===== src/rtl/pmls_pkg.sv =====
package pmls_pkg;

   typedef enum logic [2:0] {
      PM_LD      = 3'd0,
      PM_LD_INC  = 3'd1,
      PM_XLD     = 3'd2,
      PM_XLD_INC = 3'd3,
      PM_XLD_R0  = 3'd4,
      PM_ST      = 3'd5,
      PM_ST_INC  = 3'd6,
      PM_NONE    = 3'd7
   } pm_op_e;

   function automatic logic op_is_store(pm_op_e o);
      return (o == PM_ST) || (o == PM_ST_INC);
   endfunction

   function automatic logic op_uses_page(pm_op_e o);
      return (o == PM_XLD) || (o == PM_XLD_INC) || (o == PM_XLD_R0) ||
             (o == PM_ST)  || (o == PM_ST_INC);
   endfunction

   function automatic logic op_steps(pm_op_e o);
      return (o == PM_LD_INC) || (o == PM_XLD_INC) || (o == PM_ST_INC);
   endfunction

endpackage


===== src/rtl/pmls_ptr.sv =====
module pmls_ptr
   import pmls_pkg::*;
#(
   parameter int ZW     = 16,
   parameter int PW     = 8,
   parameter bit EXT_EN = 1'b1
) (
   input  pm_op_e           op,
   input  logic [ZW-1:0]    z,
   input  logic [PW-1:0]    page,
   output logic [ZW+PW-1:0] byte_addr,
   output logic [ZW-1:0]    z_nxt,
   output logic [PW-1:0]    page_nxt,
   output logic             upd
);
   localparam int AW = ZW + PW;

   logic [PW-1:0] page_eff;
   logic [AW-1:0] wide_inc;

   generate
      if (EXT_EN) begin : g_ext
         assign page_eff = page;
      end else begin : g_noext
         assign page_eff = '0;
      end
   endgenerate

   assign byte_addr = {(op_uses_page(op) ? page_eff : {PW{1'b0}}), z};
   assign wide_inc  = {page_eff, z} + AW'(1);
   assign upd       = op_steps(op);

   always_comb begin
      z_nxt    = z;
      page_nxt = page;
      unique case (op)
         PM_LD_INC: z_nxt = z + ZW'(1);
         PM_XLD_INC: begin
            if (EXT_EN) begin
               z_nxt    = wide_inc[ZW-1:0];
               page_nxt = wide_inc[AW-1:ZW];
            end else begin
               z_nxt    = z + ZW'(1);
            end
         end
         PM_ST_INC: z_nxt = z + ZW'(2);
         default: ;
      endcase
   end
endmodule


===== src/rtl/pmls_bytesel.sv =====
module pmls_bytesel #(
   parameter int DW = 16,
   localparam int LANES = DW / 8,
   localparam int SELW  = $clog2(LANES)
) (
   input  logic [DW-1:0]   word,
   input  logic [SELW-1:0] sel,
   output logic [7:0]      byte_o
);
   logic [7:0] lane [LANES];

   generate
      for (genvar i = 0; i < LANES; i++) begin : g_lane
         assign lane[i] = word[8*i +: 8];
      end
   endgenerate

   assign byte_o = lane[sel];
endmodule


===== src/rtl/pmls_seq.sv =====
module pmls_seq
   import pmls_pkg::*;
#(
   parameter int LD_CYC = 3,
   parameter int ST_CYC = 4,
   localparam int MAXC = (LD_CYC > ST_CYC) ? LD_CYC : ST_CYC,
   localparam int CW   = $clog2(MAXC + 1)
) (
   input  logic   clk,
   input  logic   rst_n,
   input  logic   start,
   input  pm_op_e op,
   output logic   accept,
   output logic   busy,
   output logic   is_st,
   output logic   rd_issue,
   output logic   rd_capture,
   output logic   wr_issue,
   output logic   last
);
   logic [CW-1:0] cnt;
   logic [CW-1:0] len;

   assign accept = start && !busy && (op != PM_NONE);

   always_ff @(posedge clk or negedge rst_n) begin
      if (!rst_n) begin
         busy  <= 1'b0;
         is_st <= 1'b0;
         cnt   <= '0;
         len   <= '0;
      end else if (accept) begin
         busy  <= 1'b1;
         is_st <= op_is_store(op);
         cnt   <= CW'(1);
         len   <= op_is_store(op) ? CW'(ST_CYC) : CW'(LD_CYC);
      end else if (busy) begin
         if (cnt == len) begin
            busy <= 1'b0;
            cnt  <= '0;
         end else begin
            cnt  <= cnt + CW'(1);
         end
      end
   end

   assign rd_issue   = busy && !is_st && (cnt == CW'(1));
   assign rd_capture = busy && !is_st && (cnt == CW'(2));
   assign wr_issue   = busy &&  is_st && (cnt == CW'(2));
   assign last       = busy && (cnt == len);
endmodule


===== src/rtl/pmls_unit.sv =====
module pmls_unit
   import pmls_pkg::*;
#(
   parameter int ZW     = 16,
   parameter int PW     = 8,
   parameter int DW     = 16,
   parameter int RIDX_W = 5,
   parameter int Z_IDX  = 30,
   parameter int LD_CYC = 3,
   parameter int ST_CYC = 4,
   parameter bit EXT_EN = 1'b1,
   localparam int AW    = ZW + PW,
   localparam int SELW  = $clog2(DW / 8)
) (
   input  logic              clk,
   input  logic              rst_n,
   input  logic              start,
   input  logic [2:0]        op,
   input  logic [RIDX_W-1:0] rd_sel,
   input  logic [7:0]        rf_r0,
   input  logic [7:0]        rf_r1,
   input  logic [ZW-1:0]     z_in,
   input  logic [PW-1:0]     page_in,
   output logic              busy,
   output logic              rf_we,
   output logic [RIDX_W-1:0] rf_wsel,
   output logic [7:0]        rf_wdata,
   output logic              ptr_we,
   output logic [ZW-1:0]     z_out,
   output logic [PW-1:0]     page_out,
   output logic [AW-SELW-1:0] pm_addr,
   output logic              pm_re,
   input  logic [DW-1:0]     pm_rdata,
   output logic              pm_we,
   output logic [DW-1:0]     pm_wdata
);
   generate
      if ((DW % 8) != 0 || DW < 16) begin : g_bad_dw
         $error("pmls_unit: DW must be a multiple of 8 and at least 16");
      end
      if (LD_CYC < 3 || ST_CYC < 2) begin : g_bad_cyc
         $error("pmls_unit: LD_CYC must be >= 3 and ST_CYC >= 2");
      end
      if (Z_IDX + 1 >= (1 << RIDX_W)) begin : g_bad_zidx
         $error("pmls_unit: Z_IDX pair must fit the register index");
      end
   endgenerate

   pm_op_e            op_in;
   pm_op_e            op_q;
   logic [RIDX_W-1:0] rd_q;
   logic [ZW-1:0]     z_q;
   logic [PW-1:0]     page_q;
   logic [15:0]       pair_q;
   logic [7:0]        dat_q;

   logic              accept, is_st, rd_issue, rd_capture, wr_issue, last;
   logic [AW-1:0]     byte_addr;
   logic              upd, clash;
   logic [7:0]        sel_byte;

   assign op_in = pm_op_e'(op);

   pmls_seq #(.LD_CYC(LD_CYC), .ST_CYC(ST_CYC)) i_seq (
      .clk        (clk),
      .rst_n      (rst_n),
      .start      (start),
      .op         (op_in),
      .accept     (accept),
      .busy       (busy),
      .is_st      (is_st),
      .rd_issue   (rd_issue),
      .rd_capture (rd_capture),
      .wr_issue   (wr_issue),
      .last       (last)
   );

   always_ff @(posedge clk or negedge rst_n) begin
      if (!rst_n) begin
         op_q   <= PM_NONE;
         rd_q   <= '0;
         z_q    <= '0;
         page_q <= '0;
         pair_q <= '0;
      end else if (accept) begin
         op_q   <= op_in;
         rd_q   <= rd_sel;
         z_q    <= z_in;
         page_q <= page_in;
         pair_q <= {rf_r1, rf_r0};
      end
   end

   pmls_ptr #(.ZW(ZW), .PW(PW), .EXT_EN(EXT_EN)) i_ptr (
      .op        (op_q),
      .z         (z_q),
      .page      (page_q),
      .byte_addr (byte_addr),
      .z_nxt     (z_out),
      .page_nxt  (page_out),
      .upd       (upd)
   );

   pmls_bytesel #(.DW(DW)) i_sel (
      .word   (pm_rdata),
      .sel    (byte_addr[SELW-1:0]),
      .byte_o (sel_byte)
   );

   always_ff @(posedge clk or negedge rst_n) begin
      if (!rst_n)          dat_q <= '0;
      else if (rd_capture) dat_q <= sel_byte;
   end

   // pointer update wins when the incremented pointer overlaps the target
   assign clash = op_steps(op_q) &&
                  ((rd_q == RIDX_W'(Z_IDX)) || (rd_q == RIDX_W'(Z_IDX + 1)));

   assign pm_addr  = byte_addr[AW-1:SELW];
   assign pm_re    = rd_issue;
   assign pm_we    = wr_issue;
   assign pm_wdata = DW'(pair_q);
   assign rf_wsel  = (op_q == PM_XLD_R0) ? '0 : rd_q;
   assign rf_wdata = dat_q;
   assign rf_we    = last && !is_st && !clash;
   assign ptr_we   = last && upd;
endmodule


===== config.mk =====
export PLATFORM = sky130hd
export DESIGN_NAME = pmls_unit
export DESIGN_NICKNAME = d
export VERILOG_FILES = /design/src/rtl/pmls_pkg.sv /design/src/rtl/pmls_ptr.sv /design/src/rtl/pmls_bytesel.sv /design/src/rtl/pmls_seq.sv /design/src/rtl/pmls_unit.sv
export SDC_FILE = /design/constraint.sdc
export NUM_CORES = 1
export LEC_CHECK = 0
export CELL_PAD_IN_SITES_DETAIL_PLACEMENT = 0
export CELL_PAD_IN_SITES_GLOBAL_PLACEMENT = 1
export CORE_ASPECT_RATIO = 1.4
export CORE_MARGIN = 2
export CORE_UTILIZATION = 33
export CTS_CLUSTER_SIZE = 20
export DETAILED_ROUTE_END_ITERATION = 10
export GPL_TIMING_DRIVEN = 0
export PLACE_DENSITY_LB_ADDON = 0.1
export SLEW_MARGIN = 20
export SYNTH_ARGS = -nofsm -noshare
export SYNTH_HDL_FRONTEND = slang
export SYNTH_HIERARCHICAL = 1
export SYNTH_SLANG_ARGS = --single-unit

===== constraint.sdc =====
create_clock -name clk -period 1.89 [get_ports clk]
set_input_delay 0.189 -clock clk [delete_from_list [all_inputs] [get_ports clk]]
set_output_delay 0.189 -clock clk [all_outputs]
set_load 0.005 [all_outputs]

==> flow_metrics.tcl, run 1 <==
set metrics [dict create \
    synth_top_cell_by_area "sky130_fd_sc_hd__dfrtp_1" \
    ys_seq_area_share_pct 42.8 \
    pin_count_of_the_biggest_net_entering_global_routing 36 \
    timing_max_transition_violations_final 0 \
    final_cell_area_um2 5970 \
    stdcell_count 645 \
    worst_pin_slew_ns 0.408 \
    postSynthRegisterBits 62 \
    post_synth_inst_count 302 \
    grt_pass1_wl_um 15400 \
    critical_path.cell_chain "buf_4 -> buf_6 -> nand3b_1 -> a21oi_4 -> buf_6 -> nand4_1 -> xnor2_1 -> buf_2" \
    combPwrFrac_pct 56.4 \
    synth_area_um2 3630 \
    clock_latency_ns 0.32 \
    layout-area-overhead-vs-synth_pct 64.2 \
    p_int_mw 6.50 \
    dp_hpwl_um 7050 \
    post_route_drc 0 \
    synth-compound-area-share_pct 4.48 \
    setup_viol 27 \
    rsz0062_at_grt "yes" \
    critical_path.most_common_cell "sky130_fd_sc_hd__buf_6" \
    synth_warnings 6 \
    clock-skew-final_ns 0.00536 \
    asyncSetResetFlopFracSynth_pct 100 \
    final_min_period_over_clock_period_pct 113 \
    fp.dieArea_um2 11900 \
    synth_area_per_cell_um2 12.0 \
    netlist_top_cells_area "sky130_fd_sc_hd__dfrtp_1 (41%), sky130_fd_sc_hd__mux2_4 (12%), sky130_fd_sc_hd__mux2_2 (11%)" \
    timing.max_slew.rel_slack_pct 72.7 \
    clk_pin_slew_worst_paths_ns 0.05 \
    numCtsBuffers 9 \
    synth-edff-count 0 \
    wl_um 9690 \
    net_count_after_synthesis 374 \
    failed_checks "negative setup slack" \
    vias_per_std_cell 4.61 \
    muxShareOfSynthArea_pct 23.0 \
    placedCellCount 591 \
    firstDrtPassIters 4 \
    timing.setup.critical_path_class "reg -> out" \
    max_freq_mhz 467 \
    deepest_level_of_the_cts_h_tree 3 \
    crit_slowest_cell "sky130_fd_sc_hd__dfstp_2" \
    switching_share_pct 32.5 \
    total_power_mw 9.64 \
    final_net_count 571 \
    critPathCaptureType "output pin" \
    number_of_global_route_vias_before_repair 3110 \
    p_leak_nw 2.70 \
    wl_per_cell_um 15.0 \
    num-fill-cells 957 \
    power_density_nw_per_um2 1620 \
    chipHeight_um 128 \
    final_core_util_pct 55.2 \
    clock_sinks 62 \
    crit_path_start_kind "register" \
    dpl-instance-area_um2 5300 \
    maximum_clock_path_buffer_count 2 \
    numPortBuffers 147 \
    grt_util_all_layers_pct 16.6 \
    status "finished with violations" \
    vdd.ir_drop.worst_uv 646 \
    die_width_um 92.7 \
    worst-endpoint-required_ns 1.70 \
    yosys_most_used_dff "sky130_fd_sc_hd__dfrtp_1" \
    gp_congestion 0.770 \
    slowest_delay_ns 0.37 \
    clock_tree_from_tritoncts "built" \
    overflow_after_grt 0 \
    post_synth_fa_ha_maj_area_fraction_pct 1.72 \
    multiInputGateArea_um2 1990 \
    total_via_count_after_detailed_routing 2975 \
    num_io_pins 148 \
    timing.critical_path.arrival_ns 1.95 \
    yosys.area_share.xor_xnor_pct 5.79 \
    synth_cell_types 45 \
    rows 45 \
    min_period_ns 2.14 \
    hold_path_class "in -> async" \
    core_area_um2 10800 \
    final_hold_viol_count 0 \
    pre_cts_ws_ns -0.617 \
    switching_power_mw 3.14 \
    clock_power_share_pct 15.6 \
    synth_simple_gate_area_share_pct 15.3 \
    number_of_antenna_violations_at_the_first_check_in_global_routing 0 \
    worst-path-max-fanout 5 \
    post_route_cells_drive_above_1_share_pct 44.0 \
    combinational_family_with_the_most_area_after_synthesis "multiplexers" \
    antenna_cells 0 \
    initial_core_util_pct 33.6 \
    setup_ws_ns -0.253 \
    setup_total_neg_slack_ns -3.79 \
    timing.max_cap.violations 0 \
    hold_slack_ns 0.332 \
    drt_iter0_drc 70 \
    final-seq-area_um2 1570 \
    sequentialPowerShare_pct 28.0 \
    detail-route-antenna-nets 0 \
    root_buffer "sky130_fd_sc_hd__clkbuf_16" \
    yosysTopAreaCellShare_pct 40.6 \
]
sequential cells by signal, summed over array words and instances, names as in the netlist:
name,count
op_q,3
pm_wdata,16
i_seq/is_st,1
page_q,8
rd_q,5
rf_wdata,8
i_seq/len,1
z_q,16
i_seq/cnt,3
i_seq/busy,1
power groups by stage:
stage          Combinational (mW)  Sequential, mW  Clock, mW
5_1_grt                      5.90            2.81       1.62
4_1_cts                      5.34            2.70       1.56
3_5_place_dp                 5.06            2.82          0
3_3_place_gp                 5.02            2.79          0
6_report                     5.44            2.70       1.50
2_1_floorplan                2.60            2.64          0
cell families (layout without fill, tap and decap cells):
group                      Yosys count  in the layout
AOI/OAI and AO/OA                   24             24
DFF                                 62             62
xor gates and xnor gates            24             24
and+or+nand+nor                     88             88
muxes                               65             65
buffers and inverters               34            236
adders and majority gates            5              5
synth_stat cells (6+ instances only):
master / count
sky130_fd_sc_hd__xor2_1: 7
sky130_fd_sc_hd__nand4_1: 9
sky130_fd_sc_hd__nand3_1: 9
sky130_fd_sc_hd__nor2b_1: 7
sky130_fd_sc_hd__dfrtp_1: 59
sky130_fd_sc_hd__buf_4: 17
sky130_fd_sc_hd__o21ai_0: 7
sky130_fd_sc_hd__mux2_4: 28
sky130_fd_sc_hd__a21oi_1: 6
sky130_fd_sc_hd__buf_6: 7
sky130_fd_sc_hd__xnor2_1: 17
sky130_fd_sc_hd__and2_1: 12
sky130_fd_sc_hd__nand2_1: 17
sky130_fd_sc_hd__mux2_2: 37
sky130_fd_sc_hd__inv_1: 6
routing by layer:
layer / GRT usage, % / share of wire, % / vias to the layer above
met5: 0 / 0 / -
met4: 5.97 / 0.90 / 0
met3: 4.29 / 5.6 / 7
met2: 29.8 / 55 / 81
met1: 18.8 / 39 / 1443
li1: - / - / 1444
worst max-delay path: cells and delay by family, from the launching register on:
family / cells / cell delay (ns)
and+or+nand+nor: 2 / 0.33
DFF: 1 / 0.37
AOI/OAI and AO/OA: 1 / 0.29
xor gates and xnor gates: 1 / 0.15
buffers and inverters: 4 / 0.50
path summary, 6_finish.rpt:
check	cells after the start	start	slack [ns]	endpoint
min in group clk	2	rf_r0[5]	0.47	pm_wdata[5]$_DFFE_PN0P_
worst max register to register	6	i_seq/busy$_DFF_PN0_	0.11	page_q[2]$_DFFE_PN0P_
worst min register to register	1	pm_wdata[1]$_DFFE_PN0P_	0.51	pm_wdata[1]$_DFFE_PN0P_
max in group asynchronous	3	rst_n	1.02	z_q[7]$_DFFE_PN0P_
worst min-delay path	2	rst_n	0.33	rf_wdata[2]$_DFFE_PN0P_
worst max-delay path	8	op_q[2]$_DFFE_PN1P_	-0.25	z_out[9]
layout by cell type (no fill, tap or decap), types with 7 or more instances in the layout:
master / n
sky130_fd_sc_hd__clkdlybuf4s50_1: 107
sky130_fd_sc_hd__dfrtp_1: 49
sky130_fd_sc_hd__buf_4: 44
sky130_fd_sc_hd__mux2_2: 36
sky130_fd_sc_hd__mux2_4: 29
sky130_fd_sc_hd__buf_2: 27
sky130_fd_sc_hd__buf_6: 18
sky130_fd_sc_hd__xnor2_1: 17
sky130_fd_sc_hd__nand2_1: 11
sky130_fd_sc_hd__dfrtp_2: 10
sky130_fd_sc_hd__nand4_1: 9
sky130_fd_sc_hd__clkbuf_16: 9
sky130_fd_sc_hd__dlymetal6s2s_1: 9
sky130_fd_sc_hd__nor2b_1: 7
sky130_fd_sc_hd__and2_1: 7
final cells by class:
class	instances	share of cell area [%]
clock inverter	2	0.168
inverter	6	0.377
buffer	28	3.86
clock buffer	14	4.42
sequential	62	26.3
timing repair buffer	186	28.5
multi-input combinational	206	33.4
tap	141	2.96
what timing repair did:
action                                 4_1_cts  5_1_grt
buffers inserted                            25       12
setup endpoints to repair                   41       39
resized for setup                          141       34
cloned                                       0        1
pin swaps                                   29       27
hold buffers                                 1        0
endpoints found under the hold margin       24        0
Power figures use the tool's default switching activity.
==> run 2: changes to the inputs <==
--- a/config.mk
+++ b/config.mk
@@ -14,7 +14,6 @@
 export DETAILED_ROUTE_END_ITERATION = 10
 export GPL_TIMING_DRIVEN = 0
 export PLACE_DENSITY_LB_ADDON = 0.1
-export SLEW_MARGIN = 20
 export SYNTH_ARGS = -nofsm -noshare
 export SYNTH_HDL_FRONTEND = slang
 export SYNTH_HIERARCHICAL = 1
==> flow_metrics.tcl, run 2 (same netlist as run 1, synthesis figures left out) <==
set metrics [dict create \
    core_area_um2 10800 \
    slowest_delay_ns 0.55 \
    overflow_after_grt 0 \
    setup_total_neg_slack_ns -4.74 \
    pin_count_of_the_biggest_net_entering_global_routing 63 \
    setup_ws_ns -0.215 \
    setup_slack_reg_to_reg_ns 0.08 \
    clock_power_share_pct 15.6 \
    numCtsBuffers 9 \
    grt_most_used_layer "met2" \
    total_via_count_after_detailed_routing 3038 \
    worst-endpoint-required_ns 1.70 \
    vdd.ir_drop.worst_uv 646 \
    timing.setup.critical_path_class "reg -> out" \
    wl_um 10000 \
    grt_pass1_wl_um 15900 \
    final_min_period_over_clock_period_pct 111 \
    rsz0062_at_grt "yes" \
    failed_checks "negative setup slack" \
    stdcell_count 646 \
    combPwrFrac_pct 56.8 \
    critical_path.most_common_cell "sky130_fd_sc_hd__buf_6" \
    number_of_antenna_violations_at_the_first_check_in_global_routing 0 \
    wl_per_cell_um 15.5 \
    dpl-instance-area_um2 5280 \
    clock_sinks 62 \
    clock_tree_from_tritoncts "built" \
    post_route_drc 0 \
    setup_viol 30 \
    deepest_level_of_the_cts_h_tree 3 \
    clk_pin_slew_worst_paths_ns 0.05 \
    worst-path-max-fanout 5 \
    timing.critical_path.arrival_ns 1.92 \
    fp.dieArea_um2 11900 \
    power_density_nw_per_um2 1620 \
    switching_share_pct 33.0 \
    layout-area-overhead-vs-synth_pct 65.4 \
    status "finished with violations" \
    placedCellCount 590 \
    post_route_cells_drive_above_1_share_pct 45.9 \
    p_leak_nw 2.67 \
    gp_congestion 0.770 \
    final_cell_area_um2 6010 \
    antenna_cells 0 \
    met2_usage_pct 30.5 \
    timing_max_transition_violations_final 0 \
    die_width_um 92.7 \
    critical_path.cell_chain "buf_6 -> nand4b_1 -> a21oi_4 -> buf_6 -> nand4_1 -> xnor2_1 -> buf_2" \
    vias_per_std_cell 4.70 \
    final_cell_mix "sky130_fd_sc_hd__clkdlybuf4s50_1 (109), sky130_fd_sc_hd__dfrtp_1 (49), sky130_fd_sc_hd__buf_4 (42)" \
    clock-skew-final_ns 0.00678 \
    groute.layer.met3.usage_pct 3.53 \
    initial_core_util_pct 33.6 \
    dp_hpwl_um 6920 \
    root_buffer "sky130_fd_sc_hd__clkbuf_16" \
    sequentialPowerShare_pct 27.7 \
    rows 45 \
    clock_latency_ns 0.33 \
    worst_pin_slew_ns 0.814 \
    hold_path_class "in -> reg" \
    num_io_pins 148 \
    chipHeight_um 128 \
    numPortBuffers 147 \
    mostFrequentLayoutCell "sky130_fd_sc_hd__clkdlybuf4s50_1" \
    number_of_global_route_vias_before_repair 3211 \
    crit_slowest_cell "sky130_fd_sc_hd__dfstp_2" \
    final_net_count 572 \
    p_int_mw 6.52 \
    drt_iter0_drc 49 \
    timing.max_slew.rel_slack_pct 45.7 \
    maximum_clock_path_buffer_count 2 \
    switching_power_mw 3.21 \
    detail-route-antenna-nets 0 \
    max_freq_mhz 475 \
    final_hold_viol_count 0 \
    firstDrtPassIters 4 \
    crit_path_start_kind "register" \
    min_period_ns 2.11 \
    grt_util_all_layers_pct 17.0 \
    timing.max_cap.violations 0 \
    pre_cts_ws_ns -0.597 \
    critPathCaptureType "output pin" \
    grt_util_met1_pct 19.4 \
]
-- run 2: cell count changes in the layout (fill, tap and decap cells not counted), moves of 2 or more --
cell,previous run,this run
sky130_fd_sc_hd__nand3_1,5,3
sky130_fd_sc_hd__xnor2_2,0,4
sky130_fd_sc_hd__nand2_4,1,3
sky130_fd_sc_hd__nand2_2,5,3
sky130_fd_sc_hd__buf_6,18,22
sky130_fd_sc_hd__clkdlybuf4s50_1,107,109
sky130_fd_sc_hd__xnor2_1,17,13
sky130_fd_sc_hd__buf_4,44,42
sky130_fd_sc_hd__clkdlybuf4s15_2,0,2
sky130_fd_sc_hd__dlymetal6s2s_1,9,3
sky130_fd_sc_hd__dlygate4sd2_1,3,5
-- run 2: final timing paths --
check	start	depth (start not counted)	end
worst min-delay path	rf_r0[5]	2	pm_wdata[5]$_DFFE_PN0P_
min in group asynchronous	rst_n	2	rf_wdata[2]$_DFFE_PN0P_
worst max register to register	i_seq/busy$_DFF_PN0_	6	z_q[4]$_DFFE_PN0P_
worst min register to register	pm_wdata[10]$_DFFE_PN0P_	1	pm_wdata[10]$_DFFE_PN0P_
max in group asynchronous	rst_n	2	z_q[1]$_DFFE_PN0P_
worst max-delay path	op_q[2]$_DFFE_PN1P_	7	z_out[12]
-- run 2: cell type report --
class,instances,area (µm²)
Fill cell,990,4800
Multi-Input combinational cell,206,2050
Timing Repair Buffer,187,1690
Sequential cell,62,1570
Clock buffer,14,264
Buffer,28,230
Tap cell,141,176
Inverter,6,22.5
Clock inverter,2,10.0
-- run 2: worst max-delay path: cells and delay by family (launching register included) --
kind,cells,cell delay [ns]
AND/OR/NAND/NOR,2,0.28
buffers and inverters,3,0.38
flip-flops,1,0.55
AO/OA/AOI/OAI,1,0.24
XOR/XNOR,1,0.14
-- run 2: routing by layer --
metal,routed length [µm],share of wire [%],vias up
met5,0,0,-
met4,206,2.1,0
met3,478,4.8,14
met2,5520,55,83
met1,3840,38,1485
li1,-,-,1456
-- run 2: power by group through the flow --
stage               sequential (mW)  combinational (mW)  clock, mW
floorplan                      2.64                2.60          0
detailed placement             2.82                5.05          0
CTS                            2.69                5.50       1.55
global placement               2.79                5.02          0
global route                   2.83                5.97       1.62
finish                         2.69                5.52       1.52
-- run 2: what timing repair did --
action                                 CTS  global route
gates resized for setup                173            21
pin swaps                               33            24
setup buffers                           35             5
setup endpoints to repair               41            36
hold buffers                             1             0
endpoints found under the hold margin    4             0
gates cloned                             1             0
-- run 2: stage by stage --
| stage | hold slack, ns | power [mW] | util, % |
|---|---|---|---|
| finish | 0.468 | 9.73 | 55.6 |
| CTS | 0.462 | 9.74 | 54.8 |
| global placement | 0.489 | 7.82 | 48.9 |
| detailed placement | 0.346 | 7.87 | 48.8 |
| floorplan | -0.107 | 5.24 | - |
| global route | 0.474 | 10.4 | 55.6 |
==> run 3: changes to the inputs <==
--- a/config.mk
+++ b/config.mk
@@ -5,15 +5,12 @@
 export SDC_FILE = /design/constraint.sdc
 export NUM_CORES = 1
 export LEC_CHECK = 0
-export CELL_PAD_IN_SITES_DETAIL_PLACEMENT = 0
-export CELL_PAD_IN_SITES_GLOBAL_PLACEMENT = 1
 export CORE_ASPECT_RATIO = 1.4
-export CORE_MARGIN = 2
-export CORE_UTILIZATION = 33
+export CORE_UTILIZATION = 44
 export CTS_CLUSTER_SIZE = 20
 export DETAILED_ROUTE_END_ITERATION = 10
 export GPL_TIMING_DRIVEN = 0
-export PLACE_DENSITY_LB_ADDON = 0.1
+export PLACE_DENSITY = 0.82
 export SYNTH_ARGS = -nofsm -noshare
 export SYNTH_HDL_FRONTEND = slang
 export SYNTH_HIERARCHICAL = 1
==> flow_metrics.tcl, run 3 (same netlist as run 1, synthesis figures left out) <==
set metrics [dict create \
    hold_slack_ns 0.450 \
    setup_total_neg_slack_ns -5.99 \
    critical_path.cell_chain "buf_6 -> nand4b_1 -> a21oi_4 -> buf_6 -> nand4_1 -> xnor2_1 -> buf_2" \
    critical_path.most_common_cell "sky130_fd_sc_hd__buf_6" \
    worst-endpoint-required_ns 1.70 \
    rsz0062_at_grt "yes" \
    clock_tree_from_tritoncts "built" \
    final_net_count 585 \
    post_route_drc 0 \
    setup_ws_ns -0.355 \
    deepest_level_of_the_cts_h_tree 3 \
    status "finished with violations" \
    placedCellCount 550 \
    chipHeight_um 110 \
    wl_per_cell_um 18.2 \
    final_core_util_pct 76.2 \
    power_density_nw_per_um2 1680 \
    total_via_count_after_detailed_routing 3235 \
    critical_path.reg2reg.endpoint "z_q[3]$_DFFE_PN0P_" \
    fp.dieArea_um2 8630 \
    gp_congestion 0.775 \
    max_freq_mhz 445 \
    timing.reg2reg.worst_path_depth 6 \
    crit_path_start_kind "register" \
    core_area_um2 7890 \
    num-fill-cells 514 \
    grt_pass1_wl_um 16400 \
    rows 38 \
    clock_sinks 62 \
    critPathCaptureType "output pin" \
    num_io_pins 148 \
    numCtsBuffers 9 \
    min_period_ns 2.25 \
    clk_pin_slew_worst_paths_ns 0.07 \
    initial_core_util_pct 46.0 \
    worst_setup_path_startpoint "op_q[1]$_DFFE_PN1P_" \
    setup_slack_reg_to_reg_ns 0.14 \
    setup_viol 32 \
    timing.critical_path.arrival_ns 2.06 \
    final_cell_mix "sky130_fd_sc_hd__clkdlybuf4s50_1 (105), sky130_fd_sc_hd__buf_4 (49), sky130_fd_sc_hd__dfrtp_1 (49)" \
    post_route_cells_drive_above_1_share_pct 51.4 \
    die_width_um 78.8 \
    numPortBuffers 147 \
    grt_util_all_layers_pct 25.1 \
    crit_slowest_cell "sky130_fd_sc_hd__dfstp_2" \
    timing_max_transition_violations_final 0 \
    drt_iter0_drc 211 \
    pin_count_of_the_biggest_net_entering_global_routing 33 \
    clock_latency_ns 0.35 \
    timing.max_cap.violations 0 \
    antenna_cells 0 \
    hold_path_class "in -> async" \
    detail-route-antenna-nets 0 \
    total_power_mw 10.1 \
    final_hold_viol_count 0 \
    p_leak_nw 2.68 \
    timing.setup.critical_path_class "reg -> out" \
    stdcell_count 618 \
    vias_per_std_cell 5.23 \
    firstDrtPassIters 4 \
    regToRegStartpoint "i_seq/busy$_DFF_PN0_" \
    failed_checks "negative setup slack" \
    maximum_clock_path_buffer_count 2 \
    number_of_antenna_violations_at_the_first_check_in_global_routing 0 \
    worst-path-max-fanout 5 \
    number_of_global_route_vias_before_repair 3332 \
    overflow_after_grt 0 \
    worst_pin_slew_ns 0.773 \
    mostFrequentLayoutCell "sky130_fd_sc_hd__clkdlybuf4s50_1" \
    timing.max_slew.rel_slack_pct 48.5 \
    wl_um 11300 \
    slowest_delay_ns 0.58 \
    root_buffer "sky130_fd_sc_hd__clkbuf_8" \
    layout-area-overhead-vs-synth_pct 65.5 \
    vdd.ir_drop.worst_uv 826 \
    final_min_period_over_clock_period_pct 119 \
    dp_hpwl_um 6920 \
    clock-skew-final_ns 0.00549 \
]
## run 3: changes by cell type in the layout (fill, tap and decap cells not counted), moves of 6 or more
cell	previous run	this run
sky130_fd_sc_hd__and2_1	8	2
sky130_fd_sc_hd__and2_4	4	11
sky130_fd_sc_hd__buf_4	42	49
sky130_fd_sc_hd__buf_6	22	29
sky130_fd_sc_hd__clkbuf_16	9	0
sky130_fd_sc_hd__clkbuf_8	2	12
## run 3: worst max-delay path by stage
stage | endpoint | slack (ns) | depth (start not counted)
floorplan | z_out[9] | 0.28 | 5
global placement | page_q[1]$_DFFE_PN0P_ | -1.39 | 1
detailed placement | z_out[15] | -0.52 | 6
CTS | page_out[7] | -0.27 | 6
global route | z_out[8] | -0.48 | 7
finish | z_out[8] | -0.36 | 7
## run 3: stage by stage
| stage | setup slack (ns) | cell area [µm²] |
|---|---|---|
| floorplan | 0.283 | 3630 |
| CTS | -0.269 | 5830 |
| global placement | -1.39 | 5230 |
| finish | -0.355 | 6010 |
| global route | -0.483 | 6010 |
| detailed placement | -0.524 | 5250 |
## run 3: layout make-up
class	instances	area (µm²)	area share [%]
Timing Repair Buffer	200	1770	29.4
Clock inverter	3	17.5	0.291
Multi-Input combinational cell	206	2110	35.1
Buffer	28	230	3.83
Tap cell	100	125	2.08
Inverter	6	22.5	0.375
Clock buffer	13	169	2.81
Sequential cell	62	1570	26.1
## run 3: timing repair
item	in CTS	in global routing
gates cloned	1	0
hold endpoints to repair	28	0
setup buffers	41	13
hold buffers	1	0
pin swaps	43	26
endpoints found under the setup margin	41	38
gates resized for setup	183	64
## run 3: worst max-delay path: cells and delay by family, from the launching register on
kind                   cells  cell delay (ns)
flip-flops                 1             0.58
buffers and inverters      3             0.40
AND/OR/NAND/NOR            2             0.28
AO/OA/AOI/OAI              1             0.25
XOR/XNOR                   1             0.20
## run 3: where the power goes
group / internal (mW) / switching [mW] / total, mW / leakage, nW
Combinational: 3.86 / 2.38 / 6.24 / 1.87
Sequential: 2.06 / 0.671 / 2.73 / 0.719
Clock: 0.580 / 0.537 / 1.12 / 0.0954
## run 3: metal layers
metal | global-route usage (%) | vias up | routed length, µm
li1 | - | 1475 | -
met5 | 0 | - | 0
met2 | 45.3 | 128 | 6070
met1 | 28.4 | 1601 | 4320
met3 | 3.24 | 31 | 493
met4 | 13.6 | 0 | 382
